`src/rtl/spi_mem_frame.sv`:
```
module spi_mem_frame #(
  parameter int DIV = 4,
  parameter int LW  = 16
) (
  input  logic          clk,
  input  logic          rst_n,
  input  logic          start,
  input  logic [7:0]    cmd,
  input  logic [31:0]   addr,
  input  logic [LW-1:0] len,
  input  logic [LW-1:0] src_len,
  input  logic [7:0]    src_data,
  input  logic          src_valid,
  output logic          src_ready,
  output logic [7:0]    dst_data,
  output logic          dst_valid,
  output logic          busy,
  output logic          done,
  output logic          sclk,
  output logic          cs_n,
  output logic          mosi,
  input  logic          miso
);
  localparam int CW = $clog2(2*DIV) + 1;

  typedef enum logic [2:0] {S_IDLE, S_LOAD, S_FILL, S_BIT, S_DRAIN, S_GAP} st_t;
  st_t st;

  logic          rd;
  logic [1:0]    wsel;
  logic [39:0]   hdr;
  logic [LW-1:0] len_r, slen_r;
  logic [LW:0]   pos;
  logic          have;
  logic [2:0]    fc, dc, bitc;
  logic [7:0]    tx, rx;
  logic [CW-1:0] dcnt;
  logic [7:0]    wbuf [8];
  logic          sclk_r, cs_r, busy_r, done_r, dv_r;
  logic [7:0]    dd_r;

  logic [2:0]    wsm, wi;
  logic [LW:0]   hdr_n, data_end, d, g;
  logic          need, in_hdr, in_dum, in_dat, in_tail, half;

  assign wsm      = (wsel == 2'd0) ? 3'd1 : (wsel == 2'd1) ? 3'd3 : 3'd7;
  assign hdr_n    = rd ? (LW+1)'(9) : (LW+1)'(5);
  assign data_end = hdr_n + {1'b0, len_r};
  assign d        = pos - hdr_n;
  assign wi       = d[2:0] & wsm;
  assign g        = d + (LW+1)'(fc);
  assign need     = g < {1'b0, slen_r};
  assign in_hdr   = pos < (LW+1)'(5);
  assign in_dum   = pos < hdr_n;
  assign in_dat   = pos < data_end;
  assign in_tail  = !rd && (pos == data_end);
  assign half     = dcnt == CW'(DIV-1);

  assign src_ready = (st == S_FILL) && need;
  assign dst_data  = dd_r;
  assign dst_valid = dv_r;
  assign busy      = busy_r;
  assign done      = done_r;
  assign sclk      = sclk_r;
  assign cs_n      = cs_r;
  assign mosi      = !cs_r & tx[7];

  always_ff @(posedge clk or negedge rst_n) begin
    if (!rst_n) begin
      st <= S_IDLE; rd <= 1'b0; wsel <= 2'd0; hdr <= '0;
      len_r <= '0; slen_r <= '0; pos <= '0; have <= 1'b0;
      fc <= '0; dc <= '0; bitc <= '0; tx <= '0; rx <= '0; dcnt <= '0;
      sclk_r <= 1'b0; cs_r <= 1'b1; busy_r <= 1'b0; done_r <= 1'b0;
      dv_r <= 1'b0; dd_r <= '0;
      for (int i = 0; i < 8; i++) wbuf[i] <= '0;
    end else begin
      done_r <= 1'b0;
      dv_r   <= 1'b0;
      case (st)
        S_IDLE: if (start) begin
          rd <= !cmd[0]; wsel <= cmd[2:1]; hdr <= {cmd, addr};
          len_r <= len; slen_r <= src_len; pos <= '0; have <= 1'b0;
          cs_r <= 1'b0; busy_r <= 1'b1; st <= S_LOAD;
        end
        S_LOAD: begin
          bitc <= '0; dcnt <= '0;
          if (in_hdr) begin
            tx <= hdr[39:32]; hdr <= hdr << 8; st <= S_BIT;
          end else if (in_dum) begin
            tx <= '0; st <= S_BIT;
          end else if (in_dat) begin
            if (rd) begin
              tx <= '0; st <= S_BIT;
            end else if (!have) begin
              fc <= '0; st <= S_FILL;
            end else begin
              tx <= wbuf[wsm - wi]; st <= S_BIT;
            end
          end else if (in_tail) begin
            tx <= '0; st <= S_BIT;
          end else begin
            cs_r <= 1'b1; st <= S_GAP;
          end
        end
        S_FILL: if (!need || src_valid) begin
          wbuf[fc] <= need ? src_data : 8'h00;
          if (fc == wsm) begin
            have <= 1'b1; st <= S_LOAD;
          end else fc <= fc + 3'd1;
        end
        S_BIT: begin
          if (half) begin
            dcnt   <= '0;
            sclk_r <= !sclk_r;
            if (!sclk_r) rx <= {rx[6:0], miso};
            else if (bitc == 3'd7) begin
              pos <= pos + 1'b1;
              st  <= S_LOAD;
              if (in_dat && !in_dum) begin
                if (rd) begin
                  wbuf[wsm - wi] <= rx;
                  if (wi == wsm) begin dc <= '0; st <= S_DRAIN; end
                end else if (wi == wsm) have <= 1'b0;
              end
            end else begin
              tx <= tx << 1; bitc <= bitc + 3'd1;
            end
          end else dcnt <= dcnt + 1'b1;
        end
        S_DRAIN: begin
          dv_r <= 1'b1; dd_r <= wbuf[dc];
          if (dc == wsm) st <= S_LOAD;
          else dc <= dc + 3'd1;
        end
        S_GAP: begin
          if (dcnt == CW'(2*DIV-1)) begin
            done_r <= 1'b1; busy_r <= 1'b0; st <= S_IDLE;
          end else dcnt <= dcnt + 1'b1;
        end
        default: st <= S_IDLE;
      endcase
    end
  end


  sclk_idle_chk: assert property (@(posedge clk) disable iff (!rst_n)
    cs_n |-> !sclk);

  mosi_hold_chk: assert property (@(posedge clk) disable iff (!rst_n)
    (sclk && $past(sclk)) |-> $stable(mosi));

  cs_busy_chk: assert property (@(posedge clk) disable iff (!rst_n)
    !cs_n |-> busy);

  done_edge_chk: assert property (@(posedge clk) disable iff (!rst_n)
    done |-> $fell(busy));

  stream_excl_chk: assert property (@(posedge clk) disable iff (!rst_n)
    !(src_ready && dst_valid));

  start_busy_chk: assert property (@(posedge clk) disable iff (!rst_n)
    (busy && start && !done) |=> busy || done);
endmodule

```
`config.mk`:
```
export PLATFORM = sky130hd
export DESIGN_NAME = spi_mem_frame
export DESIGN_NICKNAME = d
export VERILOG_FILES = /design/src/rtl/spi_mem_frame.sv
export SDC_FILE = /design/constraint.sdc
export NUM_CORES = 1
export LEC_CHECK = 0
export ABC_AREA = 1
export BUFFER_PORTS_ARGS = -buffer_cell sky130_fd_sc_hd__buf_2
export CORE_ASPECT_RATIO = 0.8
export CORE_UTILIZATION = 65
export CTS_BUF_LIST = sky130_fd_sc_hd__clkbuf_4 sky130_fd_sc_hd__clkbuf_8
export CTS_CLUSTER_SIZE = 30
export DETAILED_ROUTE_END_ITERATION = 6
export HOLD_SLACK_MARGIN = 0.12
export PLACE_DENSITY = 0.85
export SYNTH_ARGS = -nofsm -noshare
export SYNTH_HDL_FRONTEND = slang
export SYNTH_SLANG_ARGS = --single-unit
```
`constraint.sdc`:
```
create_clock -name clk -period 13.5 [get_ports clk]
set_clock_uncertainty 0.15 [all_clocks]
set_input_delay 1.35 -clock clk [delete_from_list [all_inputs] [get_ports clk]]
set_output_delay 1.35 -clock clk [all_outputs]
set_load 0.005 [all_outputs]
```
# After elaboration in Yosys (flattened, before gate mapping)
# Index checks and enable logic that the tools add are counted.
[word_totals]
register_bits = 202
input_bits = 85
wordCells = 232
[op_classes]
add_sub_neg = 9
n_lt_le_gt_ge = 9
eq_ne = 39
n_mux = 103
bitwise_logic = 6
reduce_logical = 38
[op_table]
columns = ["cell", "n"]
rows = [
  ["64-bit 2-to-1 mux", 6],
  ["64-bit bitwise mux", 2],
  ["8-bit 2-to-1 mux", 16],
  ["64-bit case mux with 2 select lines", 1],
  ["3-bit 2-to-1 mux", 34],
  ["40-bit 2-to-1 mux", 2],
  ["40-bit case mux with 2 select lines", 1],
  ["17-bit 2-to-1 mux", 4],
  ["8-bit binary-select mux with 3-bit select", 2],
  ["8-bit demux with 3-bit select", 2],
  ["2-bit inequality test, second input constant", 22],
  ["17-bit case mux with 2 select lines", 1],
  ["8-bit AND reduction", 3],
  ["1-bit 2-to-1 mux", 20],
  ["3-bit case mux with 2 select lines", 3],
  ["3-bit case mux with 6 select lines", 1],
  ["17-bit by 1-bit adder with 17-bit output, second input constant", 1],
  ["17-bit by 3-bit adder with 17-bit output", 1],
  ["4-bit by 16-bit adder with 17-bit output", 1],
  ["17-bit equality test", 1],
  ["17-bit by 16-bit < comparator with 1-bit output", 1],
  ["17-bit < comparator", 1],
  ["17-bit by 3-bit < comparator with 1-bit output, second input constant", 1],
  ["17-bit by 4-bit < comparator with 1-bit output", 1],
  ["other kinds (39)", 76],
]

# Depth between registers and ports, before layout
# Gate-level depths: netlist of run 1.
[depth]
ltp_word = 17
depth_mapped = 36
depth_no_buf = 33

# Worst setup path after synthesis of run 1
# No wires, ideal clock.
[synth_path]
path_type = "reg2out"
startpoint = "reg pos[0]"
endpoint = "out src_ready"
t_arrival_ps = 4178
slack_ps = 7822
stages_incl_launch_ff = 26
cell_sequence = "dfrtp_1 -> buf_2 -> inv_1 -> clkbuf_1 -> buf_1 -> ha_1 -> fa_1 -> o21ai_0 -> nand3_1 -> nor2_1 -> nand3_1 -> nor2_1 -> nand3_1 -> xor2_1 -> ha_1 -> a21oi_1 -> nor2_1 -> a211oi_1 -> nand2_1 -> nand2_1 -> nand2_1 -> nand2_1 -> nand2_1 -> nor2_1 -> nand2_1 -> nor2_1"
[synth_between]
elab_chain_cells = 4
[synth_rtl]
columns = ["element", "line", "text"]
rows = [
  ["start: declaration", "33", "logic [LW:0] pos;"],
  ["start signal: assignment", "117", "pos <= pos + 1'b1;"],
  ["17-bit by 4-bit subtractor with 17-bit output", "49", "assign d = pos - hdr_n;"],
  ["17-bit by 3-bit adder with 17-bit output", "51", "assign g = d + (LW+1)'(fc);"],
  ["17-bit by 16-bit < comparator with 1-bit output", "52", "assign need = g < {1'b0, slen_r};"],
  ["1-bit logical AND", "59", "assign src_ready = (st == S_FILL) && need;"],
  ["end: declaration", "14", "output logic src_ready,"],
]
# No other way between the ends.

# Worst setup path in the final report of run 1
# Ends and elaborated chain as after synthesis.

==> results.toml, run 1 <==
[floorplanning]
core_area_um2 = 19100
die-area_um2 = 20300
num_rows = 45
initial_core_util_pct = 67.1
ios = 100
die_x_um = 159
die_height_um = 128

[pwr]
comb_power_share_pct = 50.9
leakage_uw = 0.00743
finalPower_uw = 2900
p_switching_uw = 1390
p_int_uw = 1510
swShare_pct = 47.9
max-vdd-ir-drop_mv = 0.154
powerDensity_nw_per_um2 = 205
power_frac_seq_pct = 31.0
p_clk_share_pct = 18.1

[place]
place_congestion = 1.01
post-dp-hpwl_mm = 30.3
postPlaceCellArea_um2 = 13500
io_buffer_count = 99

[drt]
drc = 9
vias = 13300
drtAntennaViolNets = 0
drtIter0Drc = 1487
dr.pass1.iters = 7
totalWireLength_mm = 41.3
wire_per_inst_um = 18.5
avgViaCountPerCell = 5.96

[synth]
syn_inst = 1877
ys_types = 45
ys_ff_latch = 202
synth_edf_count = 0
synthesis.nets = 2010
async_flop_share_pct = 100
synth.yosys.seq_area_share_pct = 39.4
synth_top_family_by_area = "simple AND/OR/NAND/NOR gates"
synth-compound-area-share_pct = 12.6
ys.flop_type = "dfrtp_1"
syn_area_um2 = 12800
avgSynthCellArea_um2 = 6.84
yosys.area_share.simple_pct = 33.5
synth_fa_ha_area_share_pct = 4.73
yosys-mux-area-fraction_pct = 0
synth-xor-area-share_pct = 2.32
ys_warn_count = 0

[clock_network]
clk_transition_reported_paths_ns = 0.06
clkSinkCount = 202
cts_tree = "yes"
cts.repair.resized = 0
cts_buffers = 31
clkLatencyLatePin_ns = 0.59
cts_setup_buffers = 0
clockRootBuffer = "clkbuf_8"
cts_buffer_depth = 3
htreeDepth = 1
postCtsHoldBufs = 0

[final_layout]
final_area_um2 = 14100
drive_gt1_share_pct = 9.56
areaGrowthSynthToFinish_pct = 10.2
final_util_pct = 73.9
insertedDiodeCount = 0
fin_nets = 2090

[timing]
rsz0062_at_grt = "no"
fmax_mhz = 130
hold_violations = 0
setup_viol = 0
post-route-min-period_ns = 7.68
layout_worst_path_cycle_share_pct = 56.9
fin_setup_tns_ns = 0
worst_slew_pin_slew_ns = 1.05
slew_headroom_pct = 29.4
drv_slew = 0

[global_route]
top_usage_layer = "met1"
antenna_found_initial = 0
grt-ovfl-total = 0
grt_pass1_vias = 12100
met3_usage_pct = 14.2
grt_pass1_wl_mm = 64.6
grt_use_met1_pct = 59.6
gr-usage-all-layers_pct = 40.9
grt_start_max_net_pins = 85
grtUsageMet2_pct = 57.4

[critical_path]
cp.required_ns = 12.00
crit_arrival_ns = 6.18
critPathMaxFanout = 29
critPathKind = "reg2out"
end_kind = "primary output"
cp-start-kind = "flip-flop"

[flow_run]
max_cap_viol_count = 0

[run_status]
status = "finished with violations"
violations = "DRC"

[min_path]
hold_class = "reg2reg"
flip-flops by register name, indices dropped and copies added (netlist names), 2 cells and up:
signal    count
slen_r       16
wbuf         64
bitc          3
dc            3
wsel          2
rx            8
hdr          40
st            3
tx            8
dst_data      8
dcnt          4
len_r        16
fc            3
pos          17
worst max-delay path, stage by stage, from the launching register on:
cell	delay (ns)
dfrtp_1	0.92
inv_1	0.63
ha_1	0.43
inv_1	0.08
nand2_1	0.06
nand2_1	0.09
inv_1	0.05
ha_1	0.30
inv_1	0.06
o21ai_0	0.27
nand4_1	0.22
nor3_1	0.30
nand3_1	0.17
nor4_1	0.29
xor2_1	0.17
inv_1	0.06
ha_1	0.26
nand2_1	0.07
inv_1	0.03
nand2_1	0.05
nand2_1	0.05
nand2_1	0.05
nand2_1	0.10
nor2_1	0.16
nand2_1	0.32
nor2_1	0.24
buf_2	0.14
synthesized netlist by cell type (5+ instances only):
cell      instances  area, um^2
inv_1           184         691
ha_1             47         588
buf_2             6        30.0
clkbuf_1         49         184
o21ai_0         131         656
o211ai_1         18         135
nor3_1           15        75.1
a211oi_1          5        37.5
xor2_1           25         219
nand2_1         737        2770
xnor2_1           9        78.8
nand3b_2          6        67.6
buf_1             6        22.5
clkinv_1          6        22.5
nor4_1            9        56.3
nand3_1          63         315
dfrtp_1         201        5030
a21oi_1          69         345
nor2_1          177         664
o22ai_1           9        56.3
o31ai_1           9        67.6
a31oi_1          29         181
nand4_1          28         175
nor2_4            9         101
metrics by stage:
step / hold WS, ns / instances / worst slack [ns]
after floorplan: 0.292 / 1877 / 7.82
after global placement: 0.307 / 2182 / 6.77
after detailed placement: 0.314 / 2182 / 6.54
after CTS: 0.330 / 2235 / 5.97
after global routing: 0.342 / 2235 / 5.36
final: 0.330 / 2235 / 5.82
per-layer routing:
layer	wire length, um	share of wire, %	vias up
met5	77	0.19	-
met4	1110	2.7	2
met3	6150	15	112
met2	16800	41	815
met1	17200	42	6209
li1	-	-	6181
power by group through the flow:
stage                     combinational, uW  sequential, uW  clock (uW)
after floorplan                        1080             851           0
after global placement                 1370             893           0
after detailed placement               1430             900           0
after CTS                              1450             892         525
after global routing                   1660             913         552
final                                  1480             899         524
cell type report:
class | count | area [um^2]
clock buffer | 47 | 591
clock inverter | 6 | 36.3
fill | 1569 | 4990
inverter | 190 | 713
multi-input combinational | 1423 | 6850
sequential | 202 | 5060
tap | 258 | 323
timing repair buffer | 109 | 579
logic make-up after synthesis:
group	after synthesis
AOI/OAI and AO/OA	287
xor gates and xnor gates	34
DFF	202
and+or+nand+nor	1054
buffers and inverters	252
adders and majority gates	48
cell usage in the layout (no fill, tap or decap), drive strengths merged, types with 2 or more instances in the layout:
cell type / n
nand2: 738
dfrtp: 201
nor2: 189
inv: 185
o21ai: 132
buf: 108
a21oi: 69
nand3: 63
clkbuf: 48
ha: 47
a31oi: 29
nand4: 28
xor2: 25
o211ai: 18
nor3: 15
clkinv: 11
nor4: 10
xnor2: 9
o31ai: 9
o22ai: 9
nand3b: 7
a211oi: 5
o2111ai: 3
a221oi: 3
o21a: 2
or2: 2
o221ai: 2
path summary, 6_finish.rpt:
path / from / endpoint / slack, ns / cells after the start
worst max-delay path: pos[0] / src_ready / 5.82 / 26
worst min-delay path: dst_data[0] / dst_data[0] / 0.33 / 2
worst max register to register: pos[0] / wbuf[33] / 6.76 / 29
worst min register to register: dst_data[0] / dst_data[0] / 0.33 / 2
max in group asynchronous: rst_n / len_r[3] / 11.32 / 2
min in group asynchronous: rst_n / slen_r[15] / 0.65 / 1
(Power assumes the default switching activity.)
==> run 2, diff against run 1 <==
- CORE_UTILIZATION: 65 -> 63
- PLACE_DENSITY: 0.85 -> 0.83
- clock period: 13.5 -> 8 ns (I/O delays scaled with it)
==> run 2 against run 1 <==
Compared with the run above:
- largest cell class unchanged
- the flow now finishes without violations
- largest power group unchanged
- clock power increased by 88%
- global-route usage down 2.1 points
- utilization fell by 2.5 points
- design area increased by 0.50%
- sequential share of layout area is 0.18 points lower
==> results.toml, run 2 (same netlist as run 1, synthesis figures left out) <==
[final_layout]
multi_input_area_um2 = 6850
reg_top3 = "wbuf: 64 flops, hdr: 40 flops, pos: 17 flops"
n_fill_cell = 1715
fin_nets = 2092
regArea_um2 = 5060
layout_commonest_cell = "nand2_1"
areaGrowthSynthToFinish_pct = 10.7
largest_reg_flops = 64
regMostFlops = "wbuf"
insertedDiodeCount = 0
layout_common_cells = "nand2_1 (737), dfrtp_1 (201), inv_1 (184)"
drive_gt1_share_pct = 9.51

[place]
dp_slack_ns = 1.76
io_buffer_count = 99
post-dp-hpwl_mm = 29.6
place_congestion = 1.02

[global_route]
grt_start_max_net_pins = 93
grt_pass1_vias = 11600
antenna_found_initial = 0
grt-ovfl-total = 0
gr-usage-all-layers_pct = 38.8
grt_pass1_wl_mm = 62.9

[pwr]
max-vdd-ir-drop_mv = 0.313
p_int_uw = 2640
powerDensity_nw_per_um2 = 351
power_frac_seq_pct = 31.0
p_clk_share_pct = 19.7
leakage_uw = 0.00745
swShare_pct = 47.1
p_switching_uw = 2350
comb_power_share_pct = 49.3

[clock_network]
clk_transition_reported_paths_ns = 0.06
cts.repair.resized = 0
cts_buffers = 34
postCtsHoldBufs = 0
cts_buffer_depth = 3
htreeDepth = 2
cts_tree = "yes"
clockRootBuffer = "clkbuf_8"
clkLatencyLatePin_ns = 0.53
cts_setup_buffers = 0
clkSinkCount = 202

[timing]
drv_slew = 0
setup_viol = 0
setup_ws_ns = 1.33
slew_headroom_pct = 27.8
fmax_mhz = 150
hold_violations = 0
layout_worst_path_cycle_share_pct = 83.4
fin_setup_tns_ns = 0
rsz0062_at_grt = "no"
worst_slew_pin_slew_ns = 1.08
post-route-min-period_ns = 6.67

[floorplanning]
die_height_um = 130
die-area_um2 = 21000
ios = 100
initial_core_util_pct = 64.5
die_x_um = 162
num_rows = 46
core_area_um2 = 19900

[critical_path]
startpoint = "pos[0]"
path_cells = "inv_1 > buf_4 > ha_1 > inv_1 > ha_1 > a21oi_1 > o21ai_0 > nand4_1 > nor3_1 > nand3_1 > nor4_1 > xor2_1 > inv_1 > ha_1 > nand2_1 > inv_1 > nand2_1 > nand2_1 > nand2_1 > nand2_1 > nor2_1 > nand2_1 > nor2_1 > buf_2"
reg2reg_slack_ns = 1.58
crit_family = "simple AND/OR/NAND/NOR gates"
critPathMaxFanout = 29
crit_arrival_ns = 5.72
r2r_start = "pos[0]"
r2r_end = "wbuf[33]"
end_kind = "primary output"
cp.required_ns = 7.05
critPathKind = "reg2out"
reg2reg_depth = 26
cp-start-kind = "flip-flop"
path_buf_inv = 6
cp.depth = 24
cpMostUsedCell = "nand2_1"
crit_slowest_cell = "dfrtp_1"
critPathCapture = "src_ready"
slowest_delay_ns = 0.88

[flow_run]
max_cap_viol_count = 0

[drt]
drtIter0Drc = 1776
avgViaCountPerCell = 5.87
vias = 13100
dr.pass1.iters = 7
drtAntennaViolNets = 0
wire_per_inst_um = 18.0
totalWireLength_mm = 40.3
drc = 0

[run_status]
status = "finished clean"

[min_path]
hold_class = "in2async"
[run 2: cell type report]
| class | instances | area share, % |
|---|---|---|
| multi-input combinational | 1423 | 48.2 |
| sequential | 202 | 35.6 |
| inverter | 190 | 5.02 |
| clock buffer | 47 | 4.29 |
| timing repair buffer | 108 | 4.02 |
| tap | 264 | 2.32 |
| clock inverter | 6 | 0.616 |
[run 2: worst reg2reg max path, stage by stage, from the launching register on]
cell,delay (ns)
dfrtp_1,0.88
inv_1,0.09
buf_4,0.25
ha_1,0.38
inv_1,0.11
ha_1,0.29
a21oi_1,0.09
o21ai_0,0.27
nand4_1,0.23
nor3_1,0.32
nand3_1,0.17
nor4_1,0.25
xor2_1,0.17
inv_1,0.06
ha_1,0.26
nand2_1,0.06
inv_1,0.03
nand2_1,0.05
nand2_1,0.09
nand2_1,0.07
nand2_1,0.08
nor2_1,0.15
nand4_1,0.82
nand2_4,0.69
nor2_4,0.11
nand2_1,0.10
nand2_1,0.06
[run 2: power by group through the flow]
stage          Sequential (uW)  Combinational [uW]  Clock, uW
2_1_floorplan             1440                1820          0
3_5_place_dp              1540                2380          0
6_report                  1540                2460        983
5_1_grt                   1570                2750       1040
4_1_cts                   1530                2400        990
3_3_place_gp              1530                2310          0
[run 2: layer usage]
metal	GRT usage, %	up-vias	routed length, um
met4	8.38	0	633
met5	0	-	0
met2	54.2	792	16300
met1	58.2	6083	17700
met3	12.8	69	5710
li1	-	6195	-
[run 2: worst min path at each step]
stage                startpoint     endpoint  slack [ns]  depth (start not counted)
finish                    rst_n   slen_r[13]        0.15                          1
global route              rst_n      pos[12]        0.25                          1
CTS                       rst_n   slen_r[14]        0.21                          1
global placement          tx[5]        tx[5]        0.31                          2
detailed placement  dst_data[0]  dst_data[0]        0.31                          2
floorplan             slen_r[0]    slen_r[0]        0.29                          2
[run 2: per-stage QoR]
stage / cell area, um^2 / util, % / hold slack (ns) / power (uW) / instances
after CTS: 14200 / 71.4 / 0.212 / 4920 / 2240
final: 14200 / 71.4 / 0.150 / 4980 / 2240
after floorplan: 12800 / - / 0.292 / 3260 / 1877
after detailed placement: 13500 / 67.9 / 0.312 / 3920 / 2187
after global routing: 14200 / 71.4 / 0.249 / 5350 / 2240
after global placement: 13500 / 67.9 / 0.305 / 3840 / 2187
